$ cat src/rtl/lifo_pkg.sv
package lifo_pkg;

    typedef enum logic [2:0] {
        ST_IDLE,
        ST_WRITE,
        ST_RADDR,
        ST_RDATA,
        ST_REFUSE
    } lifo_state_e;

    typedef enum logic [1:0] {
        OP_NONE,
        OP_PUSH,
        OP_POP
    } lifo_op_e;

endpackage

$ cat src/rtl/lifo_arbiter.sv
module lifo_arbiter
    import lifo_pkg::*;
(
    input  logic     push_req,
    input  logic     pop_req,
    output lifo_op_e op
);
    // push wins over pop when both are raised together
    always_comb begin
        if (push_req)
            op = OP_PUSH;
        else if (pop_req)
            op = OP_POP;
        else
            op = OP_NONE;
    end
endmodule

$ cat src/rtl/lifo_bounds.sv
module lifo_bounds #(
    parameter int unsigned           ADDR_W     = 16,
    parameter logic [ADDR_W-1:0]     EMPTY_ADDR = 'h3000,
    parameter logic [ADDR_W-1:0]     FULL_ADDR  = 'h2000
) (
    input  logic [ADDR_W-1:0] ptr,
    output logic              at_empty,
    output logic              at_full,
    output logic [ADDR_W-1:0] ptr_dec,
    output logic [ADDR_W-1:0] ptr_inc
);
    localparam logic [ADDR_W-1:0] ONE = ADDR_W'(1);

    always_comb begin
        at_empty = (ptr == EMPTY_ADDR);
        at_full  = (ptr == FULL_ADDR);
        ptr_dec  = ptr - ONE;
        ptr_inc  = ptr + ONE;
    end
endmodule

$ cat src/rtl/lifo_seq.sv
module lifo_seq
    import lifo_pkg::*;
#(
    parameter int unsigned       ADDR_W     = 16,
    parameter int unsigned       DATA_W     = 16,
    parameter logic [ADDR_W-1:0] EMPTY_ADDR = 'h3000
) (
    input  logic              clk,
    input  logic              rst_n,
    input  lifo_op_e          op,
    input  logic [DATA_W-1:0] push_word,
    input  logic              at_empty,
    input  logic              at_full,
    input  logic [ADDR_W-1:0] ptr_dec,
    input  logic [ADDR_W-1:0] ptr_inc,
    input  logic [DATA_W-1:0] mem_rdata,
    output logic [ADDR_W-1:0] ptr,
    output logic              done,
    output logic              fail,
    output logic [DATA_W-1:0] pop_word,
    output logic [ADDR_W-1:0] mem_addr,
    output logic [DATA_W-1:0] mem_wdata,
    output logic              mem_we
);
    typedef struct packed {
        lifo_state_e       st;
        logic [ADDR_W-1:0] ptr;
        logic [DATA_W-1:0] wdata;
    } seq_regs_t;

    seq_regs_t cur_q, nxt_d;

    always_comb begin
        nxt_d = cur_q;
        unique case (cur_q.st)
            ST_IDLE: begin
                if (op == OP_PUSH) begin
                    if (at_full) begin
                        nxt_d.st = ST_REFUSE;
                    end else begin
                        nxt_d.st    = ST_WRITE;
                        nxt_d.ptr   = ptr_dec;
                        nxt_d.wdata = push_word;
                    end
                end else if (op == OP_POP) begin
                    nxt_d.st = at_empty ? ST_REFUSE : ST_RADDR;
                end
            end
            ST_WRITE:  nxt_d.st = ST_IDLE;
            ST_RADDR:  nxt_d.st = ST_RDATA;
            ST_RDATA: begin
                nxt_d.st  = ST_IDLE;
                nxt_d.ptr = ptr_inc;
            end
            ST_REFUSE: nxt_d.st = ST_IDLE;
            default:   nxt_d.st = ST_IDLE;
        endcase
    end

    always_ff @(posedge clk) begin
        if (!rst_n) begin
            cur_q.st    <= ST_IDLE;
            cur_q.ptr   <= EMPTY_ADDR;
            cur_q.wdata <= '0;
        end else begin
            cur_q <= nxt_d;
        end
    end

    always_comb begin
        ptr       = cur_q.ptr;
        mem_addr  = cur_q.ptr;
        mem_wdata = cur_q.wdata;
        mem_we    = (cur_q.st == ST_WRITE);
        done      = (cur_q.st == ST_WRITE) || (cur_q.st == ST_RDATA)
                 || (cur_q.st == ST_REFUSE);
        fail      = (cur_q.st == ST_REFUSE);
        pop_word  = (cur_q.st == ST_RDATA) ? mem_rdata : '0;
    end
endmodule

$ cat src/rtl/lifo_mem_ctrl.sv
module lifo_mem_ctrl
    import lifo_pkg::*;
#(
    parameter int unsigned       ADDR_W     = 16,
    parameter int unsigned       DATA_W     = 16,
    parameter logic [ADDR_W-1:0] EMPTY_ADDR = 'h3000,
    parameter logic [ADDR_W-1:0] FULL_ADDR  = 'h2000
) (
    input  logic              clk,
    input  logic              rst_n,
    input  logic              push_req,
    input  logic [DATA_W-1:0] push_word,
    input  logic              pop_req,
    output logic              done,
    output logic              fail,
    output logic [DATA_W-1:0] pop_word,
    output logic [ADDR_W-1:0] stack_ptr,
    output logic [ADDR_W-1:0] mem_addr,
    output logic [DATA_W-1:0] mem_wdata,
    output logic              mem_we,
    input  logic [DATA_W-1:0] mem_rdata
);
    lifo_op_e          op;
    logic              at_empty, at_full;
    logic [ADDR_W-1:0] ptr_dec, ptr_inc;

    lifo_arbiter u_arb (
        .push_req (push_req),
        .pop_req  (pop_req),
        .op       (op)
    );

    lifo_bounds #(
        .ADDR_W     (ADDR_W),
        .EMPTY_ADDR (EMPTY_ADDR),
        .FULL_ADDR  (FULL_ADDR)
    ) u_bounds (
        .ptr      (stack_ptr),
        .at_empty (at_empty),
        .at_full  (at_full),
        .ptr_dec  (ptr_dec),
        .ptr_inc  (ptr_inc)
    );

    lifo_seq #(
        .ADDR_W     (ADDR_W),
        .DATA_W     (DATA_W),
        .EMPTY_ADDR (EMPTY_ADDR)
    ) u_seq (
        .clk       (clk),
        .rst_n     (rst_n),
        .op        (op),
        .push_word (push_word),
        .at_empty  (at_empty),
        .at_full   (at_full),
        .ptr_dec   (ptr_dec),
        .ptr_inc   (ptr_inc),
        .mem_rdata (mem_rdata),
        .ptr       (stack_ptr),
        .done      (done),
        .fail      (fail),
        .pop_word  (pop_word),
        .mem_addr  (mem_addr),
        .mem_wdata (mem_wdata),
        .mem_we    (mem_we)
    );
endmodule

$ cat config.mk
export PLATFORM = sky130hd
export DESIGN_NAME = lifo_mem_ctrl
export DESIGN_NICKNAME = d
export VERILOG_FILES = /design/src/rtl/lifo_pkg.sv /design/src/rtl/lifo_arbiter.sv /design/src/rtl/lifo_bounds.sv /design/src/rtl/lifo_seq.sv /design/src/rtl/lifo_mem_ctrl.sv
export SDC_FILE = /design/constraint.sdc
export NUM_CORES = 1
export LEC_CHECK = 0
export CAP_MARGIN = 20
export CORE_AREA = 2 2 73 144
export DETAILED_ROUTE_END_ITERATION = 12
export DIE_AREA = 0 0 75 146
export HOLD_SLACK_MARGIN = 0.12
export PLACE_DENSITY = 0.54
export SYNTH_ARGS = -nofsm -noshare
export SYNTH_HDL_FRONTEND = slang
export SYNTH_SLANG_ARGS = --single-unit
$ cat constraint.sdc
create_clock -name clk -period 3.65 [get_ports clk]
set_clock_uncertainty 0.15 [all_clocks]
set_input_delay 0.73 -clock clk [delete_from_list [all_inputs] [get_ports clk]]
set_output_delay 0.73 -clock clk [all_outputs]
set_load 0.005 [all_outputs]
; Word level (Yosys, flattened, before mapping)
; Cells that the tools add are included.
; W data, S select, Z words.
[totals]
elab_cells = 34
output_inout_bits = 67
input_bits = 36
ff_bits = 35
[classes]
muxes = 11
n_reduce_logical = 6
eq_ne = 11
bitwise_logic = 1
addsub = 2
[ops]
columns = operator, count
row1 = $mux W32, 2
row2 = $eq A16 B14 Y1 const B, 2
row3 = $pmux W16 S2, 1
row4 = $add A16 B1 Y16 const B, 1
row5 = $mux W16, 1
row6 = $sub A16 B1 Y16 const B, 1
row7 = $mux W3, 4
row8 = $eq A3 B2 Y1 const B, 2
row9 = $pmux W3 S2, 1
row10 = $reduce_and A3 Y1, 2
row11 = $mux W2, 2
row12 = $eq A3 B1 Y1 const B, 1
row13 = $eq A3 B3 Y1 const B, 1
row14 = $logic_not A3 Y1, 1
row15 = $ne A3 B1 Y1 const B, 1
row16 = $eq A2 B1 Y1 const B, 1
row17 = $eq A2 B2 Y1 const B, 1
row18 = $logic_or A1 B1 Y1, 2
row19 = $ne A2 B1 Y1 const B, 1
row20 = $ne A2 B2 Y1 const B, 1
row21 = $reduce_bool A2 Y1, 1
row22 = $not A1 Y1, 1

; Longest topological paths before layout
[logic_depth]
ltp_word = 6
ltp_mapped = 8
mapped_depth_nobuf = 7

; Cells and area by module
; From an unflattened synthesis, not the netlist that was laid out.
[hier_totals]
hier_cells = 359
hier_area_um2 = 2871.5
[by_module_without_submodules]
columns = mod, instances, cells_per_inst, area_per_inst_um2, seq_area_each_um2
row1 = lifo_seq, 1, 261, 2168.3, 700.7
row2 = lifo_bounds, 1, 96, 681.9, 0.0
row3 = lifo_arbiter, 1, 2, 21.3, 0.0

; Worst setup path before layout
; No wires, ideal clock.
[synth_timing]
kind = register -> output
start = register u_seq.cur_q[33] (netlist bit)
end = output pop_word[10]
path_buffers = 2
required_ns = 2.770
path_slack_ns = 1.522
stages_incl_launch_ff = 5
t_arrival_ns = 1.248
cell_sequence = dfxtp_1 > and3b_2 > clkbuf_1 > clkbuf_1 > and2_1
[synth_via]
elab_chain_len = 2
[synth_lines]
columns = item, line
row1 = start: declaration, lifo_seq.sv:31  ; seq_regs_t cur_q, nxt_d;
row2 = start signal: assignment, lifo_seq.sv:66  ; cur_q <= nxt_d;
row3 = $eq A3 B2 Y1, lifo_seq.sv:78  ; pop_word = (cur_q.st == ST_RDATA) ? mem_rdata : '0;
row4 = $mux W16, lifo_seq.sv:78
row5 = end: declaration, lifo_mem_ctrl.sv:16  ; output logic [DATA_W-1:0] pop_word,
; No other way between the ends.

; Final worst setup path
[layout_timing]
start = register u_seq.cur_q[33] (netlist bit)
end = output pop_word[7]
; Same word-level chain as after synthesis.

==> run summary <==
Final Hold Vio Count -> 0
Hold Crit Class -> flip-flop to flip-flop
fin crit period -> 2.78 ns
crit path capture type -> primary output
worst reg2reg path depth -> 8
ys async rst share -> 0%
Worst Setup EP -> pop_word[7]
routed length per instance -> 14.3 µm
synth top area cells -> dfxtp_1 29%, buf_4 15%, and2_1 7.0%
Routed Wire Length -> 6720 µm
Die ar. -> 11000 µm²
DRT Pass-1 Iters -> 6
Final WS setup -> 0.868 ns
Initial Util -> 24.7%
M3 GR Usage -> 2.15%
FF-to-FF Start -> u_seq.mem_addr[0]$_SDFFE_PN0P_
WP data arrival -> 1.90 ns
Root Driver -> clkbuf_16
top cells by count, synth -> 48 x buf_4, 38 x nand2_1, 35 x dfxtp_1, 27 x and2_1, 11 x nand2_2
power per cell area -> 662 nW/µm²
area fraction of the dominant cell type after synthesis -> 29.1%
clk slew on worst S/H paths -> 0.05 ns
Max-cap violations -> 0
CTS tree -> built
# IOs -> 103
synthesis warning total -> 0
#FFs+latches synth -> 35
layout cell share with drive strength beyond 1 -> 13.0%
Reg-to-Reg End -> u_seq.mem_addr[3]$_SDFFE_PN0P_
setup total negative slack -> 0 ns
r2r setup slk -> 1.24 ns
footprint of the multi-input gates -> 1240 µm²
CP required -> 2.77 ns
period utilisation layout -> 76.2%
GPL Wtd Cong -> 0.779
Yosys cell types -> 51
row cnt -> 51
Clock Path Buffers -> 2
start point of the critical path -> u_seq.cur_q[33]$_SDFFE_PN0P_
met2 Resource Use GR -> 25.0%
Die Wd -> 75 µm
Layout fillers -> 1021
met1 GRT Util -> 11.7%
gr usage total -> 12.8%
core area -> 9760 µm²
# clock sinks -> 35
max-slew violations -> 0
CP Max Fanout -> 23
postcts setup bufs -> 0
Setup violations, final -> 0
Final Util -> 34.2%
ANT cells -> 0
CTS Buf Count -> 5
initial antenna violation count -> 0
largest net degree at the start of global routing -> 35
Port Buffers -> 102
Mapped Area -> 2410 µm²
DR DRC count -> 0
Clk Latency, worst-skew pair -> 0.28 ns
most common cell in the netlist -> buf_4
vias in the first global route -> 2062
Final ANT Viol Nets -> 0
RSZ-0062 raised after global routing -> no
1st-iter DRT viols -> 41
Fmax -> 0.359 GHz
via count -> 2040
gr busiest metal -> met2
synthesized instance count -> 286
Lkg Pwr -> 0.00123 µW
Post-synth top flop -> dfxtp_1
post-synthesis sequential area ratio -> 29.1%
FF/Latch Area -> 701 µm²
Nets -> 376
Critical Path Start Type -> flip-flop
DP HPWL -> 5300 µm
Die Y -> 146 µm
total global routing overflow -> 0
Syn Nets -> 325
Post-synth EDFFs -> 0
post-cts gate resize count -> 0
post-synth top area cell -> dfxtp_1
global-route wire length before repair -> 10600 µm
peak supply drop -> 0.254 mV
CP Class -> flip-flop to primary output
post-DR vias/cell -> 4.34
Max H-tree Level -> 2
Place WS -> 0.954 ns
P&R area growth vs syn -> 38.5%
Slew headroom -> 67.7%
Slew @ Worst Pin -> 0.480 ns
CTS Hold Buffers Added -> 0
Synth Area per Inst -> 8.43 µm²
status -> finished, final reports clean
## power by group
part / total [µW] / internal (µW) / switching, µW
Sequential: 677 / 481 / 196
Combinational: 1090 / 593 / 494
Clock: 445 / 290 / 154
## sequential cells by signal, summed over array words and instances, names as in the netlist
| signal | count |
|---|---|
| u_seq.mem_wdata | 16 |
| u_seq.mem_addr | 16 |
| u_seq.cur_q | 3 |
## cells in the final DEF, fill, tap and decap left out, drive strengths merged, types with 2 or more instances in the layout
cell / instances
o22ai: 4
o21ai: 3
nand3b: 3
xor2: 7
a21oi: 2
dfxtp: 35
and2: 27
nand4: 6
ha: 3
nor3: 7
nand3: 5
nand2: 49
clkbuf: 8
o32ai: 2
o41ai: 3
nor2: 7
or3: 2
buf: 3
o31ai: 2
nor4: 5
o21a: 2
inv: 9
clkdlybuf4s50: 102
a21boi: 18
o211ai: 3
xnor2: 8
## kinds of logic (layout without fill, tap and decap cells)
| kind of cell | Yosys count | after routing | synth area share (%) |
|---|---|---|---|
| simple gates | 118 | 118 | 27.9 |
| flops | 35 | 35 | 29.1 |
| fa+ha+maj | 3 | 3 | 1.56 |
| xor+xnor | 15 | 15 | 5.45 |
| compound gates | 44 | 44 | 16.0 |
| mux | 1 | 1 | 0.415 |
| buf+inv | 70 | 122 | 19.6 |
## through the flow
step	total power, µW	hold WS [ns]	cells	cell area [µm²]
after detailed placement	1790	0.296	462	3180
after CTS	2250	0.303	470	3340
after global routing	2370	0.314	470	3340
after floorplan	1470	0.285	286	2410
final	2210	0.301	470	3340
after global placement	1770	0.291	462	3180
## worst min path at each step
stage | startpoint | end | slack (ns) | depth (start not counted)
floorplan | u_seq.mem_wdata[0]$_SDFFE_PN0P_ | u_seq.mem_wdata[0]$_SDFFE_PN0P_ | 0.29 | 2
global placement | u_seq.mem_wdata[14]$_SDFFE_PN0P_ | u_seq.mem_wdata[14]$_SDFFE_PN0P_ | 0.29 | 2
detailed placement | u_seq.mem_wdata[4]$_SDFFE_PN0P_ | u_seq.mem_wdata[4]$_SDFFE_PN0P_ | 0.30 | 2
CTS | u_seq.mem_wdata[4]$_SDFFE_PN0P_ | u_seq.mem_wdata[4]$_SDFFE_PN0P_ | 0.30 | 2
global route | u_seq.mem_wdata[14]$_SDFFE_PN0P_ | u_seq.mem_wdata[14]$_SDFFE_PN0P_ | 0.31 | 2
finish | u_seq.mem_wdata[14]$_SDFFE_PN0P_ | u_seq.mem_wdata[14]$_SDFFE_PN0P_ | 0.30 | 2
## critical path, stage by stage (launching register included)
cell and delay (ns):
dfxtp_1 0.43, and3b_2 0.47, and2_1 0.21, clkdlybuf4s50_1 0.50
## metal layers
metal | part of all wire (%) | up-vias
li1 | - | 1012
met2 | 60 | 51
met1 | 33 | 965
met4 | 3.6 | 0
met3 | 3.3 | 12
met5 | 0 | -
## layout make-up
cell class / instances / area share, %
multi-input cells: 181 / 37.1
repair buffers: 105 / 31.3
flip-flops and latches: 35 / 21.0
well taps: 132 / 4.95
clock buffers: 8 / 4.69
inverters: 9 / 1.01
Note: power is estimated with default switching activity, not from simulation.
